`src/rtl/sertx_pkg.sv`:
```
`timescale 1ns/1ps
package sertx_pkg;
  typedef enum logic [2:0] {ST_IDLE, ST_START, ST_DATA, ST_PAR, ST_STOP} sertx_state_e;
  typedef enum logic [1:0] {STOP_ONE, STOP_ONE_HALF, STOP_TWO} sertx_stop_e;
  typedef struct packed {
    logic [3:0]  nbits;
    logic        par_en;
    logic        par_bit;
    sertx_stop_e stop_sel;
  } sertx_fmt_t;
endpackage

```
`src/rtl/sertx_fmt.sv`:
```
`timescale 1ns/1ps
module sertx_fmt
  import sertx_pkg::*;
#(
  parameter int DATA_W = 8
) (
  input  logic [7:0]        lcr_i,
  input  logic [DATA_W-1:0] data_i,
  output sertx_fmt_t        fmt_o
);
  logic [DATA_W-1:0] mask;
  logic              xor_d;

  always_comb begin
    fmt_o.nbits = 4'd5 + {2'b00, lcr_i[1:0]};
    for (int i = 0; i < DATA_W; i++) mask[i] = (i < int'(fmt_o.nbits));
    xor_d = ^(data_i & mask);
    fmt_o.par_en = lcr_i[3];
    // stick: 10 -> 1, 11 -> 0; else 00 odd, 01 even
    if (lcr_i[5]) fmt_o.par_bit = ~lcr_i[4];
    else          fmt_o.par_bit = lcr_i[4] ? xor_d : ~xor_d;
    if (!lcr_i[2])                 fmt_o.stop_sel = STOP_ONE;
    else if (lcr_i[1:0] == 2'b00)  fmt_o.stop_sel = STOP_ONE_HALF;
    else                           fmt_o.stop_sel = STOP_TWO;
  end
endmodule

```
`src/rtl/sertx_seq.sv`:
```
`timescale 1ns/1ps
module sertx_seq
  import sertx_pkg::*;
#(
  parameter int DATA_W        = 8,
  parameter int TICKS_PER_BIT = 16
) (
  input  logic              clk_i,
  input  logic              rst_ni,
  input  logic              tick_i,
  input  logic              start_i,
  input  sertx_fmt_t        fmt_i,
  input  logic [DATA_W-1:0] data_i,
  output logic              line_o,
  output logic              busy_o
);
  localparam int STOP_MAX = 2 * TICKS_PER_BIT;
  localparam int CNT_W    = $clog2(STOP_MAX);
  localparam int IDX_W    = $clog2(DATA_W);

  sertx_state_e      state_q;
  logic [CNT_W-1:0]  cnt_q;
  logic [CNT_W:0]    phase_len;
  logic [IDX_W-1:0]  idx_q;
  logic [DATA_W-1:0] shreg_q;
  sertx_fmt_t        fmt_q;
  logic              phase_end;

  always_comb begin
    phase_len = (CNT_W+1)'(TICKS_PER_BIT);
    if (state_q == ST_STOP) begin
      unique case (fmt_q.stop_sel)
        STOP_ONE_HALF: phase_len = (CNT_W+1)'(TICKS_PER_BIT + TICKS_PER_BIT/2);
        STOP_TWO:      phase_len = (CNT_W+1)'(STOP_MAX);
        default:       phase_len = (CNT_W+1)'(TICKS_PER_BIT);
      endcase
    end
  end

  assign phase_end = tick_i && ({1'b0, cnt_q} == phase_len - 1'b1);

  always_ff @(posedge clk_i or negedge rst_ni) begin
    if (!rst_ni) begin
      state_q <= ST_IDLE;
      cnt_q   <= '0;
      idx_q   <= '0;
      shreg_q <= '0;
      fmt_q   <= '0;
    end else if (state_q == ST_IDLE) begin
      if (start_i) begin
        state_q <= ST_START;
        cnt_q   <= '0;
        idx_q   <= '0;
        shreg_q <= data_i;
        fmt_q   <= fmt_i;
      end
    end else if (tick_i) begin
      if (phase_end) begin
        cnt_q <= '0;
        unique case (state_q)
          ST_START: state_q <= ST_DATA;
          ST_DATA: begin
            shreg_q <= shreg_q >> 1;
            idx_q   <= idx_q + 1'b1;
            if ({1'b0, idx_q} == IDX_W'(fmt_q.nbits - 4'd1))
              state_q <= fmt_q.par_en ? ST_PAR : ST_STOP;
          end
          ST_PAR:  state_q <= ST_STOP;
          default: state_q <= ST_IDLE;
        endcase
      end else begin
        cnt_q <= cnt_q + 1'b1;
      end
    end
  end

  always_comb begin
    unique case (state_q)
      ST_START: line_o = 1'b0;
      ST_DATA:  line_o = shreg_q[0];
      ST_PAR:   line_o = fmt_q.par_bit;
      default:  line_o = 1'b1;
    endcase
  end

  assign busy_o = (state_q != ST_IDLE);

  assert_start_low_R6: assert property (@(posedge clk_i) disable iff (!rst_ni)
    start_i && !busy_o |=> busy_o && !line_o);
  assert_hold_between_ticks_R6: assert property (@(posedge clk_i) disable iff (!rst_ni)
    busy_o && !tick_i |=> $stable(line_o));
  assert_end_on_tick_R5: assert property (@(posedge clk_i) disable iff (!rst_ni)
    $fell(busy_o) |-> $past(tick_i));
  assert_fmt_frozen_R8: assert property (@(posedge clk_i) disable iff (!rst_ni)
    busy_o && $past(busy_o) |-> $stable(fmt_q));
  assert_no_start_busy_R9: assert property (@(posedge clk_i) disable iff (!rst_ni)
    start_i |-> !busy_o);
endmodule

```
`src/rtl/sertx_top.sv`:
```
`timescale 1ns/1ps
module sertx_top
  import sertx_pkg::*;
#(
  parameter int TICKS_PER_BIT = 16
) (
  input  logic       clk_i,
  input  logic       rst_ni,
  input  logic [7:0] lcr_i,
  input  logic [7:0] data_i,
  input  logic       valid_i,
  output logic       ready_o,
  input  logic       tick_i,
  output logic       busy_o,
  output logic       txd_o
);
  localparam int DATA_W = 8;

  sertx_fmt_t fmt;
  logic       line;
  logic       accept;

  sertx_fmt #(.DATA_W(DATA_W)) i_fmt (
    .lcr_i (lcr_i),
    .data_i(data_i),
    .fmt_o (fmt)
  );

  assign accept = valid_i && ready_o;

  sertx_seq #(.DATA_W(DATA_W), .TICKS_PER_BIT(TICKS_PER_BIT)) i_seq (
    .clk_i  (clk_i),
    .rst_ni (rst_ni),
    .tick_i (tick_i),
    .start_i(accept),
    .fmt_i  (fmt),
    .data_i (data_i),
    .line_o (line),
    .busy_o (busy_o)
  );

  assign ready_o = !busy_o;
  // break acts on the pin only; frame timing runs on
  assign txd_o   = line && !lcr_i[6];

  assert_idle_high_R10: assert property (@(posedge clk_i) disable iff (!rst_ni)
    !busy_o && !lcr_i[6] |-> txd_o);
endmodule

```
`config.mk`:
```
export PLATFORM = sky130hd
export DESIGN_NAME = sertx_top
export DESIGN_NICKNAME = d
export VERILOG_FILES = /design/src/rtl/sertx_pkg.sv /design/src/rtl/sertx_fmt.sv /design/src/rtl/sertx_seq.sv /design/src/rtl/sertx_top.sv
export SDC_FILE = /design/constraint.sdc
export NUM_CORES = 1
export LEC_CHECK = 0
export BUFFER_PORTS_ARGS = -buffer_cell sky130_fd_sc_hd__buf_2
export CELL_PAD_IN_SITES_DETAIL_PLACEMENT = 0
export CELL_PAD_IN_SITES_GLOBAL_PLACEMENT = 1
export CORE_ASPECT_RATIO = 1.4
export CORE_UTILIZATION = 46
export DETAILED_ROUTE_END_ITERATION = 8
export PLACE_DENSITY_LB_ADDON = 0.1
export SYNTH_ARGS = -nofsm -noshare
export SYNTH_HDL_FRONTEND = slang
export SYNTH_SLANG_ARGS = --single-unit
```
`constraint.sdc`:
```
create_clock -name clk_i -period 5.6 [get_ports clk_i]
set_input_delay 0.28 -clock clk_i [delete_from_list [all_inputs] [get_ports clk_i]]
set_output_delay 0.28 -clock clk_i [all_outputs]
set_load 0.02 [all_outputs]
```
==> impl_results.md <==
- Fin Hold WS: between 0.01 and 0.015 ns
- Slew Limit Fails: 0
- CTS Hold Bufs: 0
- Die footprint: approximately 3700 µm²
- Post-DP HPWL: 2.663 mm
- Antenna Cells: 0
- P_int: 270.5 µW
- GRT overflow: 0
- CTS Sinks: 26
- WL final: 3.617 mm
- RR Endpoint: i_seq.shreg_q[3]
- Die X: 51.99 µm
- Root Buffer: clkbuf_8
- Maximum vdd ir drop: 0.1686 mV
- Final nets: 223
- Final ANT Viol Nets: 0
- Combinational share of power: between 10 and 15%
- Routed WL per cell: around 15 µm
- Register share of total power: ~57%
- # DRC: 0
- Clk buf depth: 2
- Mapped Area: about 1600 µm²
- Outcome: finished, final reports clean
- Final min period: approximately 3.2 ns
- Worst Tran Pin Value: 0.6177 ns
- Final setup fails: 0
- Clk pwr share: around 29%
- Adder-cell share of the synthesized area: roughly 5.4%
- Crit path largest cell delay: around 0.54 ns
- Net Sw Frac: a little over a quarter
- Core Rows: 25
- Complex-gate fraction of the synthesized area: 21.38%
- Layout area overhead: 9.409%
- Slowest stage cell, crit path: dfrtp_1
- Initial antenna violation count: 0
- Routed vias: between 1,000 and 1,500
- Final worst path period share: approximately 56%
- Leak pwr: approximately 0.00076 µW
- Die H: between 70 and 80 µm
- Reg2Reg Setup Slack: between 2 and 2.5 ns
- XOR/XNOR Fraction of Synth Area: about 6.5%
- Crit-path leading delay family: simple AND/OR/NAND/NOR gates
- Area of the multi-input gates: a little under 900 µm²
- Pin count of the biggest net entering global routing: 27
- RSZ-0062 raised after global routing: false
- IO Port Bufs: 21
- Fmax: 317.2 MHz
- Simple-gate portion of the synthesized area: between 10% and 20%
- Total GRT Usage: between 20% and 30%
- Pre-antenna DRT Iters: 4
- Final Skew: approximately 0.0019 ns
- Inserted Clock Buffers: 3
- Distinct cell type count after synthesis: 43
- Pwr Density: 208.6 nW/µm²
- Slew margin rel.: about three fifths
- Clock Latency Late Sink: roughly 0.27 ns
- Layout cells sized above 1: 15.98%
- Mapped Avg Cell Area: 9.040 µm²
- DP Area: 1719 µm²
- CTS tree: yes
- # H-tree levels: 1
- Cts repair resizes: 0
- Setup TNS: 0 ns
- Startpoint Class: register
- I/O pin total: 23
- Max_cap viols: 0
- Critical path class: register to register
- Design area: 1760 µm²
- Initial Utilization: roughly half
- Fillers: about 320
- Worst-path maximum fanout: 16
- Worst Path Buf+Inv: 0
- Final hold viol count: 0
- Gpl congestion: 0.8180
- Warnings from Yosys: 0
- Post-Synthesis Cells: 178
- Main combinational cell family by area after synthesis: compound AO/OA/AOI/OAI gates
- R2R depth: 10
- DRT iter0 DRCs: 23
- Synth Register Bits: 26
- Syn nets: 205
- Setup Fix Bufs, Post-CTS: 0
- Core Area: 3347 µm²
- Number of global-route vias before repair: between 1,000 and 1,500
- Worst path arrival time: 3.29 ns
- Global-route wire length before repair: roughly 6.1 mm
- FF/Latch Area: 650.6 µm²
- CP Data Required Time: 5.74 ns
- P_sw: 96.73 µW
- Critical path capture point type: register
- CP cell instances: or3b_4 -> nor2_1 -> nand2_1 -> ha_1 -> or4b_1 -> a21o_1 -> a21oi_4 -> nand2_2 -> o22ai_1 -> a21oi_1
- Via density: approximately 5.6
- Seq/Total Area, Yosys: roughly two fifths
- Worst Setup SP: i_seq.state_q[1]
- Post-synthesis mux area share: 2.022%
- Worst r2r src: i_seq.state_q[1]
- Clock transition at the registers of the reported paths: roughly 0.09 ns
- Hold Crit Class: input pin to async pin
==> how the worst max path moves through the flow <==
stage / endpoint / slack [ns] / cells past startpoint
after global placement: i_seq.shreg_q[3] / 2.51 / 10
after detailed placement: i_seq.shreg_q[3] / 2.42 / 10
final: i_seq.shreg_q[3] / 2.45 / 10
after CTS: i_seq.shreg_q[3] / 2.42 / 10
after global routing: i_seq.shreg_q[1] / 2.25 / 10
after floorplan: i_seq.shreg_q[1] / 3.01 / 11
==> cells in the mapped netlist, drive strengths merged <==
| library cell | instances | area share (%) |
|---|---|---|
| a21o | 1 | 0.47 |
| a21oi | 14 | 5.1 |
| a31oi | 1 | 0.39 |
| a32o | 1 | 0.62 |
| and2 | 2 | 0.78 |
| and3 | 1 | 0.39 |
| buf | 3 | 1.6 |
| clkbuf | 5 | 1.2 |
| clkinv | 1 | 0.23 |
| dfrtp | 26 | 40 |
| ha | 7 | 5.4 |
| inv | 10 | 2.3 |
| mux2 | 2 | 1.4 |
| mux2i | 1 | 0.62 |
| nand2 | 23 | 5.5 |
| nand2b | 1 | 0.39 |
| nand3 | 5 | 1.6 |
| nand4 | 3 | 1.2 |
| nand4b | 2 | 1.1 |
| nor2 | 11 | 2.6 |
| nor2b | 3 | 1.2 |
| nor3 | 2 | 0.62 |
| nor3b | 2 | 0.93 |
| nor4 | 1 | 0.39 |
| nor4b | 1 | 0.54 |
| o2111ai | 1 | 0.54 |
| o211ai | 4 | 1.9 |
| o21a | 2 | 1.4 |
| o21ai | 14 | 4.4 |
| o21bai | 1 | 0.47 |
| o22ai | 7 | 2.7 |
| o311ai | 1 | 1.6 |
| o31ai | 4 | 1.9 |
| or3 | 1 | 0.39 |
| or3b | 1 | 0.70 |
| or4b | 1 | 0.62 |
| xnor2 | 10 | 5.4 |
| xor2 | 2 | 1.1 |
==> area by class of cell <==
type                       count  area share, %
timing repair buffer          21          5.970
clock buffer                   3          2.345
sequential                    26          36.96
multi-input combinational    133          49.54
inverter                      11          2.345
tap                           40          2.843
==> kinds of logic after synthesis <==
| family | Yosys count |
|---|---|
| buf+inv | 19 |
| flops | 26 |
| simple gates | 60 |
| xor+xnor | 12 |
| compound gates | 51 |
| fa+ha+maj | 7 |
| mux | 3 |
==> metal layers <==
metal | share of wire, % | vias to the layer above | global-route usage (%)
met5 | 0 | - | 0
met4 | 1.6 | 0 | 9.309
met3 | 1.5 | 5 | 1.887
met2 | 54 | 16 | 41.03
met1 | 43 | 630 | 23.99
li1 | - | 662 | -
==> power by group through the flow <==
stage,Sequential (µW),Clock (µW),Combinational [µW]
after floorplan,209,0,34.5
after global placement,211,0,50.8
after detailed placement,212,0,53.0
after CTS,209,110,53.2
after global routing,210,117,59.8
final,208,107,52.3
==> layout by cell type (no fill, tap or decap), types with 2 or more instances in the layout <==
cell type  count
xnor2_1       10
o31ai_1        4
buf_2         21
clkbuf_8       3
o211ai_1       4
nand2_1       22
mux2_2         2
ha_1           7
xor2_1         2
nor2b_1        3
nand4b_1       2
nand3_1        5
o21ai_0       13
nor2_1        11
and2_1         2
nor3b_1        2
nand4_1        3
inv_1         10
o22ai_1        7
a21oi_1       13
nor3_1         2
dfrtp_1       26
==> worst reg2reg max path: cells and delay by family, from the launching register on <==
kind                       cells  cell delay (ns)
AOI/OAI and AO/OA              4             0.93
DFF                            1             0.54
adders and majority gates      1             0.23
and+or+nand+nor                5             1.33
==> state kept, by name (all words and copies together), names as in the netlist <==
name,count
i_seq.cnt_q,5
i_seq.fmt_q,7
i_seq.state_q,3
i_seq.idx_q,3
i_seq.shreg_q,8
==> metrics by stage <==
| step | worst slack (ns) | total power (µW) | std cells | utilization [%] |
|---|---|---|---|---|
| 3_3_place_gp | 2.514 | 262.1 | 231 | 51.36 |
| 3_5_place_dp | 2.425 | 265.3 | 231 | 51.36 |
| 2_1_floorplan | 3.007 | 243.1 | 178 | - |
| 4_1_cts | 2.419 | 371.3 | 234 | 52.60 |
| 6_report | 2.447 | 367.3 | 234 | 52.60 |
| 5_1_grt | 2.251 | 386.8 | 234 | 52.60 |
(Power assumes the default switching activity.)
